File: config.mk
export PLATFORM = sky130hd
export DESIGN_NAME = sdram_pwr_mgr
export DESIGN_NICKNAME = d
export VERILOG_FILES = /design/src/rtl/sdpm_pkg.sv /design/src/rtl/sdpm_ctrl.sv /design/src/rtl/sdpm_datapath.sv /design/src/rtl/sdram_pwr_mgr.sv
export SDC_FILE = /design/constraint.sdc
export NUM_CORES = 1
export LEC_CHECK = 0
export ABC_AREA = 1
export CAP_MARGIN = 20
export CORE_AREA = 2 2 76 78
export CTS_CLUSTER_DIAMETER = 120
export DETAILED_ROUTE_END_ITERATION = 12
export DIE_AREA = 0 0 78 80
export GPL_TIMING_DRIVEN = 0
export PLACE_DENSITY = 0.7
export SLEW_MARGIN = 25
export SYNTH_ARGS = -nofsm -noshare
export SYNTH_HDL_FRONTEND = slang
export SYNTH_SLANG_ARGS = --single-unit
File: constraint.sdc
create_clock -name clk -period 1.6 [get_ports clk]
set_clock_uncertainty 0.15 [all_clocks]
set_input_delay 0.48 -clock clk [delete_from_list [all_inputs] [get_ports clk]]
set_output_delay 0.48 -clock clk [all_outputs]
set_load 0.005 [all_outputs]
File: src/rtl/sdpm_pkg.sv
package sdpm_pkg;

  typedef enum logic [1:0] {
    ST_AWAKE = 2'd0,
    ST_PD    = 2'd1,
    ST_EXIT  = 2'd2
  } pwrState_t;

  typedef struct packed {
    logic doPre;
    logic doAct;
    logic doEnter;
    logic doWake;
    logic doResume;
  } strobe_t;

  // {csN, rasN, casN, weN}
  localparam logic [3:0] CMD_NOP = 4'b0111;
  localparam logic [3:0] CMD_PRE = 4'b0010;
  localparam logic [3:0] CMD_ACT = 4'b0011;

endpackage

File: src/rtl/sdpm_ctrl.sv
module sdpm_ctrl
  import sdpm_pkg::*;
(
  input  logic      clk,
  input  logic      rstN,
  input  logic      preReq,
  input  logic      actReq,
  input  logic      pdReq,
  input  logic      wakeReq,
  input  logic      accBusy,
  input  logic      actOk,
  input  logic      forceExit,
  input  logic      exitDone,
  output strobe_t   stb,
  output pwrState_t state,
  output logic      pdActive
);

  pwrState_t stateNext;

  always_comb begin
    stb       = '0;
    stateNext = state;
    unique case (state)
      ST_AWAKE: begin
        if (preReq) begin
          stb.doPre = 1'b1;                 // close has priority
        end else if (actReq && actOk) begin
          stb.doAct = 1'b1;
        end else if (pdReq && !accBusy && !actReq) begin
          stb.doEnter = 1'b1;
          stateNext   = ST_PD;
        end
      end
      ST_PD: begin
        if (wakeReq || forceExit) begin
          stb.doWake = 1'b1;
          stateNext  = ST_EXIT;
        end
      end
      ST_EXIT: begin
        if (exitDone) begin
          stb.doResume = 1'b1;
          stateNext    = ST_AWAKE;
        end
      end
      default: stateNext = ST_AWAKE;
    endcase
  end

  always_ff @(posedge clk) begin
    if (!rstN) state <= ST_AWAKE;
    else       state <= stateNext;
  end

  assign pdActive = (state == ST_PD);

  // Leaving power-down always passes through the exit window.
  AST_PD_VIA_EXIT: assert property (@(posedge clk) disable iff (!rstN)
    (state == ST_PD) |=> (state != ST_AWAKE));

  // No command request is honoured outside the awake state.
  AST_NO_CMD_ASLEEP: assert property (@(posedge clk) disable iff (!rstN)
    (state != ST_AWAKE) |-> !(stb.doPre || stb.doAct));

endmodule

File: src/rtl/sdpm_datapath.sv
module sdpm_datapath
  import sdpm_pkg::*;
#(
  parameter int NUM_BANKS = 4,
  parameter int TRP       = 3,
  parameter int TCKS      = 2,
  parameter int FORCE_AT  = 100
) (
  input  logic                         clk,
  input  logic                         rstN,
  input  strobe_t                      stb,
  input  pwrState_t                    state,
  input  logic                         preAll,
  input  logic [$clog2(NUM_BANKS)-1:0] preBank,
  input  logic [$clog2(NUM_BANKS)-1:0] actBank,
  input  logic                         actA10,
  input  logic                         accReq,
  input  logic [$clog2(NUM_BANKS)-1:0] accBank,
  output logic [3:0]                   cmdPins,
  output logic                         a10,
  output logic [$clog2(NUM_BANKS)-1:0] ba,
  output logic                         cke,
  output logic [NUM_BANKS-1:0]         bankOpen,
  output logic                         pdMode,
  output logic                         accGrant,
  output logic                         accReject,
  output logic                         actOk,
  output logic                         forceExit,
  output logic                         exitDone
);

  localparam int BA_W = $clog2(NUM_BANKS);
  localparam int RP_W = $clog2(TRP + 1);
  localparam int PD_W = $clog2(FORCE_AT + 1);
  localparam int EX_W = $clog2(TCKS + 1);
  localparam logic [RP_W-1:0] RP_LOAD  = RP_W'(TRP - 1);
  localparam logic [EX_W-1:0] EX_LOAD  = EX_W'(TCKS - 1);
  localparam logic [PD_W-1:0] PD_FINAL = PD_W'(FORCE_AT - 1);

  logic [NUM_BANKS-1:0] rpZero;

  // Per-bank row state and precharge-delay timer
  for (genvar b = 0; b < NUM_BANKS; b++) begin : g_bank
    logic            preHit;
    logic            actHit;
    logic            openQ;
    logic [RP_W-1:0] rpCnt;

    assign preHit = stb.doPre && (preAll || (preBank == BA_W'(b)));
    assign actHit = stb.doAct && (actBank == BA_W'(b));

    always_ff @(posedge clk) begin
      if (!rstN) begin
        openQ <= 1'b0;
        rpCnt <= '0;
      end else if (preHit) begin
        openQ <= 1'b0;
        rpCnt <= RP_LOAD;
      end else begin
        if (actHit) openQ <= 1'b1;
        if (rpCnt != '0) rpCnt <= rpCnt - RP_W'(1);
      end
    end

    assign bankOpen[b] = openQ;
    assign rpZero[b]   = (rpCnt == '0);
  end

  assign actOk = !bankOpen[actBank] && rpZero[actBank];

  // Power-down residency counter
  logic [PD_W-1:0] pdCnt;

  always_ff @(posedge clk) begin
    if (!rstN)                 pdCnt <= '0;
    else if (stb.doEnter)      pdCnt <= '0;
    else if (state == ST_PD)   pdCnt <= pdCnt + PD_W'(1);
  end

  assign forceExit = (state == ST_PD) && (pdCnt == PD_FINAL);

  // Exit setup window counter
  logic [EX_W-1:0] exitCnt;

  always_ff @(posedge clk) begin
    if (!rstN)                                      exitCnt <= '0;
    else if (stb.doWake)                            exitCnt <= EX_LOAD;
    else if ((state == ST_EXIT) && (exitCnt != '0)) exitCnt <= exitCnt - EX_W'(1);
  end

  assign exitDone = (state == ST_EXIT) && (exitCnt == '0);

  // Clock enable and power-down class
  always_ff @(posedge clk) begin
    if (!rstN) begin
      cke    <= 1'b1;
      pdMode <= 1'b0;
    end else begin
      if (stb.doEnter) begin
        cke    <= 1'b0;
        pdMode <= |bankOpen;
      end else if (stb.doWake) begin
        cke <= 1'b1;
      end
      if (stb.doResume) pdMode <= 1'b0;
    end
  end

  // Command pin register
  always_ff @(posedge clk) begin
    if (!rstN) begin
      cmdPins <= CMD_NOP;
      a10     <= 1'b0;
      ba      <= '0;
    end else if (stb.doPre) begin
      cmdPins <= CMD_PRE;
      a10     <= preAll;
      ba      <= preAll ? '0 : preBank;
    end else if (stb.doAct) begin
      cmdPins <= CMD_ACT;
      a10     <= actA10;
      ba      <= actBank;
    end else begin
      cmdPins <= CMD_NOP;
      a10     <= 1'b0;
      ba      <= '0;
    end
  end

  // Access check
  logic accHit;
  assign accHit = (state == ST_AWAKE) && bankOpen[accBank];

  always_ff @(posedge clk) begin
    if (!rstN) begin
      accGrant  <= 1'b0;
      accReject <= 1'b0;
    end else begin
      accGrant  <= accReq && accHit;
      accReject <= accReq && !accHit;
    end
  end

  AST_PRE_ALL_CLEARS: assert property (@(posedge clk) disable iff (!rstN)
    ((cmdPins == CMD_PRE) && a10) |-> (bankOpen == '0));

  AST_ACT_MARKS_OPEN: assert property (@(posedge clk) disable iff (!rstN)
    (cmdPins == CMD_ACT) |-> bankOpen[ba]);

  AST_ACT_AFTER_TRP: assert property (@(posedge clk) disable iff (!rstN)
    stb.doAct |-> rpZero[actBank]);

  AST_GRANT_EXCL: assert property (@(posedge clk) disable iff (!rstN)
    !(accGrant && accReject));

  AST_CKE_LOW_NOP: assert property (@(posedge clk) disable iff (!rstN)
    !cke |-> (cmdPins == CMD_NOP));

  AST_CKE_RISE_NOP: assert property (@(posedge clk) disable iff (!rstN)
    $rose(cke) |-> (cmdPins == CMD_NOP));

  AST_PD_LIMIT: assert property (@(posedge clk) disable iff (!rstN)
    !cke |-> (pdCnt <= PD_FINAL));

endmodule

File: src/rtl/sdram_pwr_mgr.sv
module sdram_pwr_mgr
  import sdpm_pkg::*;
#(
  parameter int NUM_BANKS = 4,
  parameter int TRP       = 3,
  parameter int TCKS      = 2,
  parameter int PD_LIMIT  = 6400000,
  parameter int PD_MARGIN = 100
) (
  input  logic                         clk,
  input  logic                         rstN,
  input  logic                         preReq,
  input  logic                         preAll,
  input  logic [$clog2(NUM_BANKS)-1:0] preBank,
  input  logic                         actReq,
  input  logic [$clog2(NUM_BANKS)-1:0] actBank,
  input  logic                         actA10,
  input  logic                         accReq,
  input  logic [$clog2(NUM_BANKS)-1:0] accBank,
  input  logic                         accBusy,
  input  logic                         pdReq,
  input  logic                         wakeReq,
  output logic                         csN,
  output logic                         rasN,
  output logic                         casN,
  output logic                         weN,
  output logic                         a10,
  output logic [$clog2(NUM_BANKS)-1:0] ba,
  output logic                         cke,
  output logic [NUM_BANKS-1:0]         bankOpen,
  output logic                         pdActive,
  output logic                         pdMode,
  output logic                         accGrant,
  output logic                         accReject
);

  localparam int FORCE_AT = PD_LIMIT - PD_MARGIN;

  strobe_t    stb;
  pwrState_t  state;
  logic       actOk;
  logic       forceExit;
  logic       exitDone;
  logic [3:0] cmdPins;

  sdpm_ctrl u_ctrl (
    .clk       (clk),
    .rstN      (rstN),
    .preReq    (preReq),
    .actReq    (actReq),
    .pdReq     (pdReq),
    .wakeReq   (wakeReq),
    .accBusy   (accBusy),
    .actOk     (actOk),
    .forceExit (forceExit),
    .exitDone  (exitDone),
    .stb       (stb),
    .state     (state),
    .pdActive  (pdActive)
  );

  sdpm_datapath #(
    .NUM_BANKS (NUM_BANKS),
    .TRP       (TRP),
    .TCKS      (TCKS),
    .FORCE_AT  (FORCE_AT)
  ) u_dp (
    .clk       (clk),
    .rstN      (rstN),
    .stb       (stb),
    .state     (state),
    .preAll    (preAll),
    .preBank   (preBank),
    .actBank   (actBank),
    .actA10    (actA10),
    .accReq    (accReq),
    .accBank   (accBank),
    .cmdPins   (cmdPins),
    .a10       (a10),
    .ba        (ba),
    .cke       (cke),
    .bankOpen  (bankOpen),
    .pdMode    (pdMode),
    .accGrant  (accGrant),
    .accReject (accReject),
    .actOk     (actOk),
    .forceExit (forceExit),
    .exitDone  (exitDone)
  );

  assign {csN, rasN, casN, weN} = cmdPins;

endmodule

After elaboration in Yosys (flattened, before gate mapping)

Index checks and enable logic that the tools add are counted.

Bits of input ports: 16
Memories kept: 0
Bits in latches: 0
Register bits after elaboration: 50
Memory bits (read-only): 0
Logic and storage cells: 144
RAM bits: 0
Output and inout bits: 16

Shift-type cells: 0
Add/subtract/negate cells: 6
Order comparisons: 2
$mul: 0
Bitwise logic cells: 1
Muxes and demuxes: 41
Eq/ne operators: 14
Reduce and logical (&&, ||, !) cells: 56
Div/mod/pow operators: 0

Operators with widths:

| operator                | number |
|---|---|
| $mux W2                 | 17 |
| $add A23 B1 Y23 const B | 1 |
| $eq A23 B23 Y1 const B  | 1 |
| $reduce_bool A2 Y1      | 11 |
| $logic_and A1 B1 Y1     | 18 |
| $mux W1                 | 17 |
| $logic_not A2 Y1        | 8 |
| $reduce_or A2 Y1        | 8 |
| $eq A2 B2 Y1 const B    | 5 |
| $sub A2 B1 Y2 const B   | 5 |
| $mux W3                 | 3 |
| $bmux W1 S2             | 3 |
| $eq A2 B1 Y1 const B    | 3 |
| $lt A2 B3 Y1 const B    | 2 |
| $ne A2 B2 Y1 const B    | 3 |
| $pmux W2 S3             | 1 |
| $logic_or A1 B1 Y1      | 5 |
| $reduce_and A5 Y1       | 1 |
| $logic_not A1 Y1        | 4 |
| $ne A2 B1 Y1 const B    | 2 |
| $reduce_or A4 Y1        | 1 |
| $not A1 Y1              | 1 |

Depth between registers and ports, before layout

Depth after elaboration: 10
Depth in mapped cells: 10
Gate-level depth less buffers: 10

Cells and area by module

A second synthesis with hierarchy kept.

Cells, all modules: 349
Area, all modules: 2,432.3 µm²

By module, submodules not included:

| module        | area an instance (µm²) | cells an instance | instances |
|---|---|---|---|
| sdpm_datapath | 2,277.2                | 323               | 1 |
| sdpm_ctrl     | 155.1                  | 26                | 1 |

Worst setup path before layout

OpenSTA, ideal clock, no wires.

Path kind: register to register
Start point: register u_dp.pdCnt[0]
End point: register u_dp.pdCnt[22]
Cell stages (with the launch flop): 9
Arrival: 1.244 ns
Library setup time: 0.117 ns
Buffers on the path: 0
Required time: 1.333 ns
Path slack: 0.089 ns
Cell sequence: dfxtp_1 -> ha_1 -> inv_1 -> nor2_2 -> nand2_1 -> nor2_2 -> nand3_1 -> o21ai_1 -> a21oi_1

Word-level cells in the longest chain between the ends: 1

Ends and longest elaborated chain:

| element                | line                | text |
|---|---|---|
| from (decl)            | sdpm_datapath.sv:72 | `logic [PD_W-1:0] pdCnt;` |
| from (signal assigned) | sdpm_datapath.sv:77 | `else if (state == ST_PD) pdCnt <= pdCnt + PD_W'(1);` |
| $add A23 B1 Y23        | sdpm_datapath.sv:77 |  |

Every way passes these cells.
A chain may end at the register's enable or synchronous reset.

Worst setup path in the final report

Start point: register u_dp.pdCnt[0]
End point: register u_dp.pdCnt[15]

The elaborated chain is that of the path after synthesis.

==> impl_metrics.py <==
metrics = {
    "outcome": {
        "outcome": "finished, violations left",
        "violations": "negative setup slack",
    },
    "floorplan": {
        "start_util_pct": 43.8,
        "floorplan.die.height_um": 80,
        "rows": 27,
        "coreArea_um2": 5410,
        "die_area_um2": 6240,
        "io_pins": 32,
        "die-width_um": 78,
    },
    "worst_setup_path": {
        "regToRegStartpoint": "u_dp.pdCnt[0]",
        "critPathMaxStageDelay_ns": 0.37,
        "critPathKind": "reg2reg",
        "cp-startpoint": "u_dp.pdCnt[0]",
        "endpoint": "u_dp.pdCnt[15]",
        "reg2regPathDepth": 9,
        "worstPathCellList": "buf_4 -> nand3_1 -> nor2_4 -> nand2_4 -> nor2_4 -> nand3_1 -> nand2_1 -> nand2_1 -> nor2_1",
        "arrival_ns": 1.73,
        "crit_required_ns": 1.70,
        "end_kind": "register",
        "timing.reg2reg.setup_slack_ns": -0.03,
        "worstPathMaxFanout": 7,
        "reg2reg_to": "u_dp.pdCnt[15]",
        "cp-start-kind": "register",
        "slowest_stage": "dfxtp_4",
    },
    "drt": {
        "dr.pass1.iters": 4,
        "drc": 0,
        "ant_nets": 0,
        "wirelength_um": 5960,
        "drt_iter0_drc": 165,
        "routedWlPerCell_um": 12.4,
        "dr_total_vias": 2363,
        "vias_per_cell": 4.92,
    },
    "clock_network": {
        "cts_buffer_depth": 2,
        "numCtsBuffers": 5,
        "htree_levels": 2,
        "clk_pin_slew_ns": 0.09,
        "cts_sinks": 48,
        "clk_latency_ns": 0.30,
        "cts_tree": "done",
        "cts-hold-fix-buffers": 0,
        "clock-root-buffer": "clkbuf_8",
    },
    "place": {
        "dpl.hpwl_um": 3850,
        "place_congestion": 0.852,
        "port-buffer-count": 29,
        "pre_cts_ws_ns": -0.559,
        "dpl.cell_count": 445,
        "dpl_cell_area_um2": 2750,
    },
    "timing": {
        "max_freq_mhz": 614,
        "hold_viol_final": 0,
        "finalSetupViolCount": 3,
        "worst_slack_ns": -0.0291,
        "grt_setup_unrepaired": "true",
        "holdWs_ns": 0.300,
        "slew_viol_final": 0,
        "finalCriticalPeriod_ns": 1.63,
        "period_share_pct": 102,
    },
    "global_route": {
        "gr-total-overflow": 0,
        "antenna_found_initial": 0,
        "grt_max_degree": 15,
        "grtUsageTotal_pct": 19.2,
        "grt_pass1_wl_um": 9630,
        "grt_pass1_vias": 2171,
    },
    "power_and_ir_drop": {
        "vdd_drop_max_mv": 0.467,
        "leakagePower_uw": 0.00145,
        "cellPowerDensity_nw_per_um2": 700,
        "power_uw": 2250,
    },
    "synth": {
        "synth_cell_type_count": 31,
        "avgSynthCellArea_um2": 6.89,
        "synthCells": 344,
        "syn-cell-area_um2": 2370,
        "ys_warn_count": 0,
        "synth_seq_cells": 48,
        "synthesis.nets": 362,
        "yosysSeqAreaShare_pct": 40.5,
    },
    "final_layout": {
        "finalNonFillerCells": 480,
        "fin_area_um2": 3210,
        "seq_area_um2": 980,
        "multi_input_area_um2": 1300,
        "diodes": 0,
        "fillers": 493,
        "syn_to_final_growth_pct": 35.6,
        "nNetsFinal": 425,
        "mostFrequentLayoutCells": "nand2_1, inv_1, nor2_1",
        "layout_commonest_cell": "nand2_1",
        "drive_gt1_share_pct": 25.5,
    },
    "worst_hold_path": {
        "min-delay-path-class": "reg2reg",
    },
    "job": {
        "drv_cap": 0,
    },
}
[critical path, delay by kind of cell (launching register included)]
kind | cells | cell delay (ns)
simple gates | 8 | 0.94
flops | 1 | 0.37
buf+inv | 1 | 0.11
[kinds of logic (layout without fill, tap and decap cells)]
| family | Yosys count | in the layout | share of synthesized area [%] |
|---|---|---|---|
| simple gates | 181 | 181 | 35.6 |
| buf+inv | 61 | 125 | 10.8 |
| flops | 48 | 48 | 40.5 |
| compound gates | 46 | 46 | 10.2 |
| xor+xnor | 4 | 4 | 1.48 |
| fa+ha+maj | 2 | 2 | 1.06 |
| other cells | 2 | 2 | 0.317 |
[through the flow]
| step | setup TNS [ns] | util, % |
|---|---|---|
| global placement | -15.23 | 50.9 |
| floorplan | 0 | - |
| finish | -0.0408 | 59.4 |
| global route | -1.09 | 59.4 |
| CTS | 0 | 56.2 |
| detailed placement | -15.99 | 50.9 |
[worst min-delay path by stage]
stage | start | endpoint | cells after the start
2_1_floorplan | u_dp.g_bank[1].rpCnt[0] | u_dp.g_bank[1].rpCnt[0] | 1
6_report | u_dp.g_bank[1].rpCnt[0] | u_dp.g_bank[1].rpCnt[0] | 1
4_1_cts | u_dp.g_bank[0].rpCnt[0] | u_dp.g_bank[0].rpCnt[0] | 1
5_1_grt | u_dp.g_bank[2].rpCnt[0] | u_dp.g_bank[2].rpCnt[0] | 1
3_3_place_gp | u_dp.g_bank[1].rpCnt[0] | u_dp.g_bank[1].rpCnt[0] | 1
3_5_place_dp | u_dp.g_bank[0].rpCnt[0] | u_dp.g_bank[0].rpCnt[0] | 1
[cells in the mapped netlist]
cell      number  share of area, %
and2_1         1              0.26
buf_4          7               2.2
dfxtp_1       48                41
nand2_2        2              0.53
nor3_4         2               1.4
xor2_1         4               1.5
nor4_1         1              0.26
o21ai_1        7               1.5
clkbuf_1       1              0.16
a21oi_2        1              0.37
inv_1         48               7.6
nand3_1       20               4.2
o21ai_0        8               1.7
nor2_2         4               1.1
nor2_4         3               1.4
inv_2          5              0.79
o21bai_1       1              0.32
nand3b_1       1              0.32
conb_1         2              0.32
a31oi_1        2              0.53
and3_1         2              0.53
a21oi_1       26               5.5
nand4_2        1              0.53
o211ai_1       1              0.32
ha_1           2               1.1
nand2_4        1              0.48
nor3_1         8               1.7
nand3_2        2              0.84
nor2_1        42               6.7
nand4_1       10               2.6
nand2_1       81                13
[layer usage]
| layer | wire, um | vias to the layer above | part of all wire (%) | track usage (%) |
|---|---|---|---|---|
| met5 | 0 | - | 0 | 0 |
| met2 | 2930 | 56 | 49 | 32.6 |
| met4 | 129 | 0 | 2.2 | 7.72 |
| met1 | 2620 | 1075 | 44 | 24.3 |
| li1 | - | 1219 | - | - |
| met3 | 277 | 13 | 4.6 | 3.39 |
[layout make-up]
class | instances | share of cell area (%)
Multi-Input combinational cell | 235 | 40.5
Tap cell | 72 | 2.80
Inverter | 53 | 6.43
Clock buffer | 6 | 2.57
Clock inverter | 2 | 0.312
Buffer | 8 | 1.91
Sequential cell | 48 | 30.5
Timing Repair Buffer | 56 | 15.0
[power breakdown]
group	switching [uW]	internal (uW)	total, uW	leakage [uW]
clock network	418	346	764	0.0000510
registers	12.8	1220	1230	0.000395
logic	137	116	253	0.00100
total	568	1680	2250	0.00145
[flip-flops by register name, summed over array words and instances (netlist names)]
signal and flops:
u_dp.a10 1, u_dp.accReject 1, u_dp.g_bank.openQ 4, u_dp.ba 2, u_dp.accGrant 1, u_dp.pdCnt 23, u_dp.cke 1, u_dp.pdMode 1
u_ctrl.state 2, u_dp.g_bank.rpCnt 8, u_dp.cmdPins 2, u_dp.exitCnt 2
[what timing repair did]
| item | in CTS | in global routing |
|---|---|---|
| pin swaps | 11 | 19 |
| buffers inserted | 15 | 11 |
| cloned | 0 | 1 |
| endpoints found under the setup margin | 44 | 33 |
| gates resized for setup | 55 | 36 |
No activity file was read; power rests on OpenSTA's default activity.
